File: src/rtl/tri_pkg.sv
package tri_pkg;
  typedef enum logic [1:0] {S_IDLE, S_NORM, S_EMIT, S_DONE} tri_state_e;

  function automatic longint unsigned pow3(int n);
    longint unsigned r = 1;
    for (int i = 0; i < n; i++) r = r * 3;
    return r;
  endfunction
endpackage

File: src/rtl/tri_pow3.sv
module tri_pow3 import tri_pkg::*; #(
  parameter int MAX_LVL = 16,
  parameter int IW      = 5,
  parameter int W       = 27
) (
  input  logic [IW-1:0] idx_i,
  output logic [W-1:0]  pow_o
);
  localparam int N = 2 ** IW;
  logic [W-1:0] tbl [N];

  for (genvar g = 0; g < N; g++) begin : g_tbl
    if (g <= MAX_LVL) begin : g_val
      assign tbl[g] = W'(pow3(g));
    end else begin : g_zero
      assign tbl[g] = '0;
    end
  end

  assign pow_o = tbl[idx_i];
endmodule

File: src/rtl/tri_norm.sv
module tri_norm #(
  parameter int NUM_W = 26
) (
  input  logic [NUM_W-1:0] a_i,
  output logic             div_o,
  output logic [NUM_W-1:0] quo_o
);
  logic [NUM_W-1:0] rem;
  assign rem   = a_i % NUM_W'(3);
  assign quo_o = a_i / NUM_W'(3);
  assign div_o = (rem == '0);
endmodule

File: src/rtl/tri_step.sv
module tri_step #(
  parameter int NUM_W = 26
) (
  input  logic [NUM_W-1:0] a_i,
  input  logic [NUM_W:0]   t_i,
  input  logic             base_i,
  output logic             join_o,
  output logic             val_o,
  output logic [NUM_W-1:0] a_nxt_o
);
  logic [NUM_W:0] a_x, two_t;
  assign a_x   = {1'b0, a_i};
  assign two_t = t_i << 1;

  always_comb begin
    join_o  = 1'b0;
    val_o   = 1'b0;
    a_nxt_o = a_i;
    if (base_i) begin
      val_o = (a_i == NUM_W'(2));
    end else if (a_x < t_i) begin
      // 1/3 series: numerator kept
    end else if (a_x < two_t) begin
      if (a_i[0]) begin
        join_o  = 1'b1;
        a_nxt_o = NUM_W'((a_x - t_i) >> 1);
      end else begin
        val_o   = 1'b1;
        a_nxt_o = a_i >> 1;
      end
    end else begin
      join_o  = 1'b1;
      val_o   = 1'b1;
      a_nxt_o = NUM_W'(a_x - two_t);
    end
  end
endmodule

File: src/rtl/tri_synth.sv
module tri_synth import tri_pkg::*; #(
  parameter  int MAX_LVL = 16,
  localparam int LVL_W   = $clog2(MAX_LVL + 1),
  localparam int NUM_W   = $clog2(pow3(MAX_LVL))
) (
  input  logic             clk_i,
  input  logic             rst_ni,
  input  logic             start_i,
  input  logic [NUM_W-1:0] num_i,
  input  logic [LVL_W-1:0] lvl_i,
  output logic             busy_o,
  output logic             op_valid_o,
  input  logic             op_ready_i,
  output logic             op_join_o,
  output logic             op_val_o,
  output logic             op_last_o,
  output logic             done_o,
  output logic             err_o
);
  tri_state_e       state_q;
  logic [NUM_W-1:0] a_q;
  logic [LVL_W-1:0] n_q;
  logic             err_q;

  logic [NUM_W:0]   lim, t;
  logic             bad_req, div3, base;
  logic [NUM_W-1:0] quo, a_nxt;

  tri_pow3 #(.MAX_LVL(MAX_LVL), .IW(LVL_W), .W(NUM_W+1)) u_pow_in (
    .idx_i(lvl_i), .pow_o(lim)
  );
  tri_pow3 #(.MAX_LVL(MAX_LVL), .IW(LVL_W), .W(NUM_W+1)) u_pow_t (
    .idx_i(n_q - LVL_W'(1)), .pow_o(t)
  );
  tri_norm #(.NUM_W(NUM_W)) u_norm (.a_i(a_q), .div_o(div3), .quo_o(quo));

  assign base = (n_q == LVL_W'(1));
  tri_step #(.NUM_W(NUM_W)) u_step (
    .a_i(a_q), .t_i(t), .base_i(base),
    .join_o(op_join_o), .val_o(op_val_o), .a_nxt_o(a_nxt)
  );

  assign bad_req = (num_i == '0) || (lvl_i == '0) ||
                   (lvl_i > LVL_W'(MAX_LVL)) || ({1'b0, num_i} >= lim);

  always_ff @(posedge clk_i or negedge rst_ni) begin
    if (!rst_ni) begin
      state_q <= S_IDLE;
      a_q     <= '0;
      n_q     <= '0;
      err_q   <= 1'b0;
    end else begin
      case (state_q)
        S_IDLE: if (start_i) begin
          err_q <= bad_req;
          if (bad_req) state_q <= S_DONE;
          else begin
            a_q     <= num_i;
            n_q     <= lvl_i;
            state_q <= S_NORM;
          end
        end
        S_NORM: if (div3) begin
          a_q <= quo;
          n_q <= n_q - LVL_W'(1);
        end else state_q <= S_EMIT;
        S_EMIT: if (op_ready_i) begin
          if (base) state_q <= S_DONE;
          else begin
            a_q <= a_nxt;
            n_q <= n_q - LVL_W'(1);
          end
        end
        default: state_q <= S_IDLE;
      endcase
    end
  end

  assign busy_o     = (state_q == S_NORM) || (state_q == S_EMIT);
  assign op_valid_o = (state_q == S_EMIT);
  assign op_last_o  = op_valid_o && base;
  assign done_o     = (state_q == S_DONE);
  assign err_o      = done_o && err_q;
endmodule

File: config.mk
export PLATFORM = sky130hd
export DESIGN_NAME = tri_synth
export DESIGN_NICKNAME = d
export VERILOG_FILES = /design/src/rtl/tri_pkg.sv /design/src/rtl/tri_pow3.sv /design/src/rtl/tri_norm.sv /design/src/rtl/tri_step.sv /design/src/rtl/tri_synth.sv
export SDC_FILE = /design/constraint.sdc
export NUM_CORES = 1
export LEC_CHECK = 0
export CORE_ASPECT_RATIO = 1.75
export CORE_MARGIN = 1.5
export CORE_UTILIZATION = 67
export CTS_BUF_LIST = sky130_fd_sc_hd__clkbuf_16
export CTS_CLUSTER_DIAMETER = 50
export CTS_CLUSTER_SIZE = 28
export DETAILED_ROUTE_END_ITERATION = 8
export DONT_BUFFER_PORTS = 1
export PLACE_DENSITY = 0.83
export SLEW_MARGIN = 20
export SYNTH_ARGS = -nofsm -noshare
export SYNTH_HDL_FRONTEND = slang
export SYNTH_SLANG_ARGS = --single-unit
export TNS_END_PERCENT = 5
File: constraint.sdc
create_clock -name clk_i -period 8.6 [get_ports clk_i]
set_input_delay 1.29 -clock clk_i [delete_from_list [all_inputs] [get_ports clk_i]]
set_output_delay 1.29 -clock clk_i [all_outputs]
set_load 0.01 [all_outputs]
# == Word-level counts from Yosys, hierarchy flattened ==
# Memories as Yosys holds them, arrays and structs flattened.
# Cells that the tools add are included.
# totals
regBits,34
latchBits,0
mem_bits_rw,0
rom_bits,1728
inputBits,35
output_inout_bits,7
word_cells,80
n_memories,2
# memory_table
memory,depth,word_bits,read_ports,rd_ports_with_merged_regs,write_ports,line_no,text
(no name shown),32,27,1,0,0,tri_pow3.sv:20,assign pow_o = tbl[idx_i];
(no name shown),32,27,1,0,0,tri_pow3.sv:20,
# classes
add_sub_neg,3
n_mul,0
n_div,2
magnitude_cmp,6
eq_ne,13
shifts,0
muxes,33
bitwise,2
n_reduce_logical,15
# ops
cell,n
26-bit 2-to-1 mux,8
27-bit 2-to-1 mux,4
26-bit one-hot mux with 3 select lines,1
26-bit by 27-bit < comparator with 1-bit output,2
26-bit logical NOT,2
26-bit by 27-bit greater-or-equal comparator with 1-bit output,1
26-bit by 27-bit subtractor with 27-bit output,1
26-bit by 2-bit divider with 26-bit output (second input constant),1
26-bit by 2-bit == test with 1-bit output (second input constant),1
26-bit by 2-bit remainder unit with 26-bit output (second input constant),1
26-bit subtractor,1
5-bit 2-to-1 mux,5
5-bit one-hot mux with 3 select lines,1
6-bit greater-or-equal comparator (second input constant),2
2-bit != test (second input constant),6
5-bit NOT with 6-bit output,2
2-bit 2-to-1 mux,5
1-bit 2-to-1 mux,8
7-bit AND reduction,1
2-bit one-hot mux with 3 select lines,1
6-bit AND reduction,1
5-bit by 1-bit == test with 1-bit output (second input constant),1
5-bit greater-than comparator (second input constant),1
5-bit logical NOT,1
10 further kinds,16

# == Logic depth before layout (Yosys ltp) ==
# Gate-level depths: netlist (run 1).
# logic_depth
depth_word,12
depth_mapped,37

# == Modules after synthesis ==
# From an unflattened synthesis (run 1), not the netlist that was laid out.
# hier_totals
cells_unflattened,1402
hier_area_um2,10027.1
# by_module_without_submodules
mod,instances,cells_each,area_each_um2,seq_area_each_um2
tri_step,1,523,3535.9,0.0
tri_norm,1,447,2859.0,0.0
tri_synth,1,312,2800.2,850.8
tri_pow3 (u_pow_in),1,60,421.7,0.0
tri_pow3 (u_pow_t),1,60,410.4,0.0

# == Worst setup path after synthesis (run 1) ==
# No wires, ideal clock.
# synth_timing
path_type,flip-flop to flip-flop
startpoint,register a_q[24]
endpoint,register state_q[1]
arrival_ns,7.251
slack_ns,1.222
stages_incl_launch_ff,33
cell_sequence,dfrtp_1 buf_6 or4b_4 a21o_1 a22o_1 buf_6 a21oi_2 a211oi_1 buf_2 o2111a_1 or3_1 buf_2 or3_4 a31oi_4 a21o_4 nor2_8 mux2i_1 a311o_2 nor2_2 o311ai_1 a211oi_4 inv_1 ha_1 clkbuf_1 a21oi_1 mux2i_1 ha_1 nor2_1 o211ai_1 o311a_1 o31a_1 a221oi_2 mux2_1
# synth_via
elab_chain_cells,4
# synth_rtl
element,line_no,text
from (decl),tri_synth.sv:21,logic [NUM_W-1:0] a_q;
from (signal assigned),tri_synth.sv:58,a_q <= num_i;
from (signal assigned),tri_synth.sv:64,a_q <= quo;
from (signal assigned),tri_synth.sv:70,a_q <= a_nxt;
26-bit by 2-bit remainder unit with 26-bit output,tri_norm.sv:9,assign rem = a_i % NUM_W'(3);
26-bit logical NOT,tri_norm.sv:11,assign div_o = (rem == '0);
2-bit != test (no source line),--,
4-bit AND reduction (no source line),--,
to (signal assigned),tri_synth.sv:48,state_q <= S_IDLE;
to (signal assigned),tri_synth.sv:56,if (bad_req) state_q <= S_DONE;
to (signal assigned),tri_synth.sv:60,state_q <= S_NORM;
to (decl),tri_synth.sv:20,tri_state_e state_q;
# No other way between the ends.
# A chain may end at the register's enable or synchronous reset.

# == Worst setup path after layout (run 1) ==
# layout_timing
startpoint,register n_q[0]
endpoint,output op_val_o
# layout_via
elab_chain_cells,9
# layout_rtl
element,line_no,text
from (decl),tri_synth.sv:22,logic [LVL_W-1:0] n_q;
from (signal assigned),tri_synth.sv:59,n_q <= lvl_i;
from (signal assigned),tri_synth.sv:65,n_q <= n_q - LVL_W'(1);
from (signal assigned),tri_synth.sv:71,n_q <= n_q - LVL_W'(1);
5-bit by 1-bit subtractor with 5-bit output,tri_synth.sv:33,".idx_i(n_q - LVL_W'(1)), .pow_o(t)"
5-bit NOT with 6-bit output (not written as such),tri_pow3.sv:20,
memory 32 x 27 bit,--,
27-bit 2-to-1 mux (not written as such) (2 in a row),tri_pow3.sv:20,
26-bit by 27-bit < comparator with 1-bit output,tri_step.sv:23,end else if (a_x < two_t) begin
1-bit 2-to-1 mux,tri_step.sv:23,
1-bit 2-to-1 mux,tri_step.sv:21,end else if (a_x < t_i) begin
1-bit 2-to-1 mux (*),tri_step.sv:19,if (base_i) begin
to (decl),tri_synth.sv:15,"output logic op_val_o,"
# Every way passes the cells marked *; elsewhere a longest branch is shown, timed or not. The select of a mux whose other input is x is not followed.

==> results of run 1 <==
## final timing paths
check                           start          to  slack [ns]
max                            n_q[0]    op_val_o        0.54
max reg2reg                   a_q[24]     a_q[13]        0.57
max in group asynchronous      rst_ni      a_q[6]        7.81
min                        state_q[1]  state_q[1]        0.57
min in group asynchronous      rst_ni     a_q[22]        0.68
min reg2reg                state_q[1]  state_q[1]        0.57
## stage by stage
step	cells	setup WS, ns	hold slack [ns]
after floorplan	1258	1.22	0.507
after global placement	1366	0.561	0.544
after detailed placement	1366	0.391	0.549
after CTS	1374	0.0731	0.561
after global routing	1375	0.0281	0.594
final	1375	0.544	0.573
## synth_stat cells (all sizes together) (18+ instances only)
master  count  area (µm²)
o32ai      26         235
a31oi      18         128
ha         81        1010
clkbuf     55         206
xnor2      34         298
mux2i      23         230
nor4       22         153
nand3      38         200
dfrtp      34         851
nor2      112         442
o21ai      98         494
nand2     136         518
o211ai     40         310
a211oi     21         185
a21oi     101         528
inv        66         248
buf        30         184
nor3       33         180
## per-layer routing
metal | part of all wire (%) | up-vias
met3 | 8.6 | 208
li1 | - | 4691
met2 | 48 | 647
met4 | 9.4 | 0
met5 | 0 | -
met1 | 34 | 4715
## worst max-delay path: cells and delay by family, from the launching register on
family / cells / cell delay, ns
AO/OA/AOI/OAI: 13 / 3.06
AND/OR/NAND/NOR: 8 / 1.69
adder cells (fa/ha/maj): 3 / 0.93
flip-flops: 1 / 0.53
buffers and inverters: 2 / 0.29
## final cells by class
cell class              count  area share [%]
multi-input cells        1067            81.7
inverters                  72            2.98
clock buffers               5            1.38
flip-flops and latches     34            9.50
well taps                 171            2.36
clock inverters             3           0.179
repair buffers             23            1.90
## flip-flops by register name (all words and copies together) (netlist names)
| register | count |
|---|---|
| n_q | 5 |
| err_q | 1 |
| a_q | 26 |
| state_q | 2 |
## cell families after synthesis
| logic type | count (synthesis) | synth area share, % |
|---|---|---|
| muxes | 31 | 3.62 |
| buffers and inverters | 157 | 7.47 |
| adders and majority gates | 82 | 11.7 |
| and+or+nand+nor | 436 | 24.3 |
| xor gates and xnor gates | 42 | 4.16 |
| AOI/OAI and AO/OA | 476 | 39.1 |
| DFF | 34 | 9.62 |
## timing repair
item,CTS,global route
gates resized for setup,0,23
endpoints found under the hold margin,0,0
endpoints found under the setup margin,0,35
setup buffers,0,1
==> summary.log, run 1 <==
INFO  status         run_status=complete, no violations
INFO  layout         syn_to_final_growth=2.67%
INFO  timing         fmaxAchievable=124MHz
INFO  yosys          ys_types=104
INFO  yosys          ys_async_sr_fraction=100%
INFO  global_routing grt_first_pass_wirelength=47.8mm
INFO  global_routing grtUsageTotal=41.7%
INFO  timing         grt_setup_unrepaired=false
INFO  floorplanning  initial_core_util=68.3%
INFO  clocking       clockBufferDepth=2
INFO  worst_setup_path critical-path-slowest-cell=or4_1
INFO  floorplanning  die_area=0.0139mm²
INFO  placement      dpl_cell_area=0.00885mm²
INFO  job            maxCapViolCount=0
INFO  floorplanning  row_cnt=55
INFO  layout         nFillCells=1149
INFO  floorplanning  die_w=89.8µm
INFO  layout         finalInstanceArea=0.00908mm²
INFO  worst_setup_path crit_top_cell=a21oi_1
INFO  layout         area_of_the_multi_input_gates=0.00742mm²
INFO  routing        routed-via-count=10261
INFO  worst_setup_path critical_path.startpoint_type=register
INFO  timing         final-max-slew-violation-count=0
INFO  min_path       min_path_cells=1
INFO  layout         regArea=862µm²
INFO  clocking       cts_tree=done
INFO  global_routing grt_overflow_total=0
INFO  yosys          synth_sequential_area_ratio=9.62%
INFO  yosys          yosys_register_bits=34
INFO  worst_setup_path timing.critical_path.arrival=6.77ns
INFO  floorplanning  design.portCount=42
INFO  clocking       cts_bufs_inserted=5
INFO  yosys          ys.warnings.count=0
INFO  clocking       worst_skew_pair.late_latency=0.30ns
INFO  yosys          postSynth.topFlopCell=dfrtp_1
INFO  layout         design.final.nets=1320
INFO  layout         final_cell_mix=nand2_1, nor2_1, a21oi_1
INFO  timing         finalSetupTns=0ns
INFO  yosys          number_of_synthesized_flops_with_an_enable_pin=0
INFO  worst_setup_path worst-path-max-fanout=14
INFO  global_routing via_count_of_the_first_global_routing_pass=9622
INFO  timing         post-route-period-util=93.7%
INFO  timing         fin_worst_skew=0.00715ns
INFO  routing        routed_wire_length=29.7mm
INFO  timing         setup_viol_count_final=0
INFO  timing         tightestPinTransition=1.04ns
INFO  global_routing grt_start_max_net_pins=62
INFO  routing        detail_route.wl_per_cell=21.6µm
INFO  timing         final_hold_viol_count=0
INFO  routing        final_antenna_net_count=0
INFO  yosys          synth_area=0.00884mm²
INFO  min_path       min_path_type=register to register
INFO  clocking       ctsRootBufferMaster=clkbuf_16
INFO  layout         mostFrequentLayoutCell=nand2_1
INFO  routing        detail_route.vias_per_cell=7.46
INFO  layout         post-route-util=70.2%
INFO  layout         fraction_of_final_layout_cells_sized_beyond_drive_strength_1=8.39%
INFO  clocking       clk_transition_reported_paths=0.06ns
INFO  global_routing use_met1=44.0%
INFO  layout         diodes=0
INFO  worst_setup_path worst-endpoint-required=7.31ns
INFO  yosys          synth_nets=1375
INFO  yosys          post_synth.cell_area_avg=7.03µm²
INFO  yosys          syn-instance-count=1258
INFO  worst_setup_path timing.critical_path.slowest_cell_delay=0.57ns
INFO  global_routing most_used_routing_layer_in_global_routing=met2
INFO  worst_setup_path reg2regPathDepth=29
INFO  global_routing global_route.usage.met3=6.84%
INFO  routing        drc=0
INFO  clocking       numClockSinks=34
INFO  global_routing antenna_violations_before_repair=0
INFO  clocking       post_cts_hold_buffer_count=0
INFO  timing         finalWorstPathRequiredPeriod=8.06ns
INFO  worst_setup_path endpoint_kind=output port
INFO  floorplanning  coreArea=0.0129mm²
INFO  placement      port_buffers=0
INFO  placement      routabilityCongestion=0.960
INFO  routing        firstDrtPassIters=8
INFO  floorplanning  die_y=155µm
INFO  placement      place_hpwl=22.1mm
INFO  global_routing use_met2=71.2%
INFO  clocking       htreeDepth=2
INFO  routing        dr.first_iter.drc_count=913
INFO  worst_setup_path timing.setup.critical_path_class=register to output port
INFO  timing         maxSlewHeadroom=30.7%
Power of run 1 is left out: the tool's default activity adds up to more than one toggle a clock period on the data nets, which glitch-free logic cannot reach.
==> run 2, diff against run 1 <==
--- a/config.mk
+++ b/config.mk
@@ -5,6 +5,7 @@
 export SDC_FILE = /design/constraint.sdc
 export NUM_CORES = 1
 export LEC_CHECK = 0
+export CAP_MARGIN = 20
 export CORE_ASPECT_RATIO = 1.75
 export CORE_MARGIN = 1.5
 export CORE_UTILIZATION = 67
==> results of run 2 <==
Final layout, timing and power as in run 1 (identical DEF).
Power of run 2 is left out for the same reason.
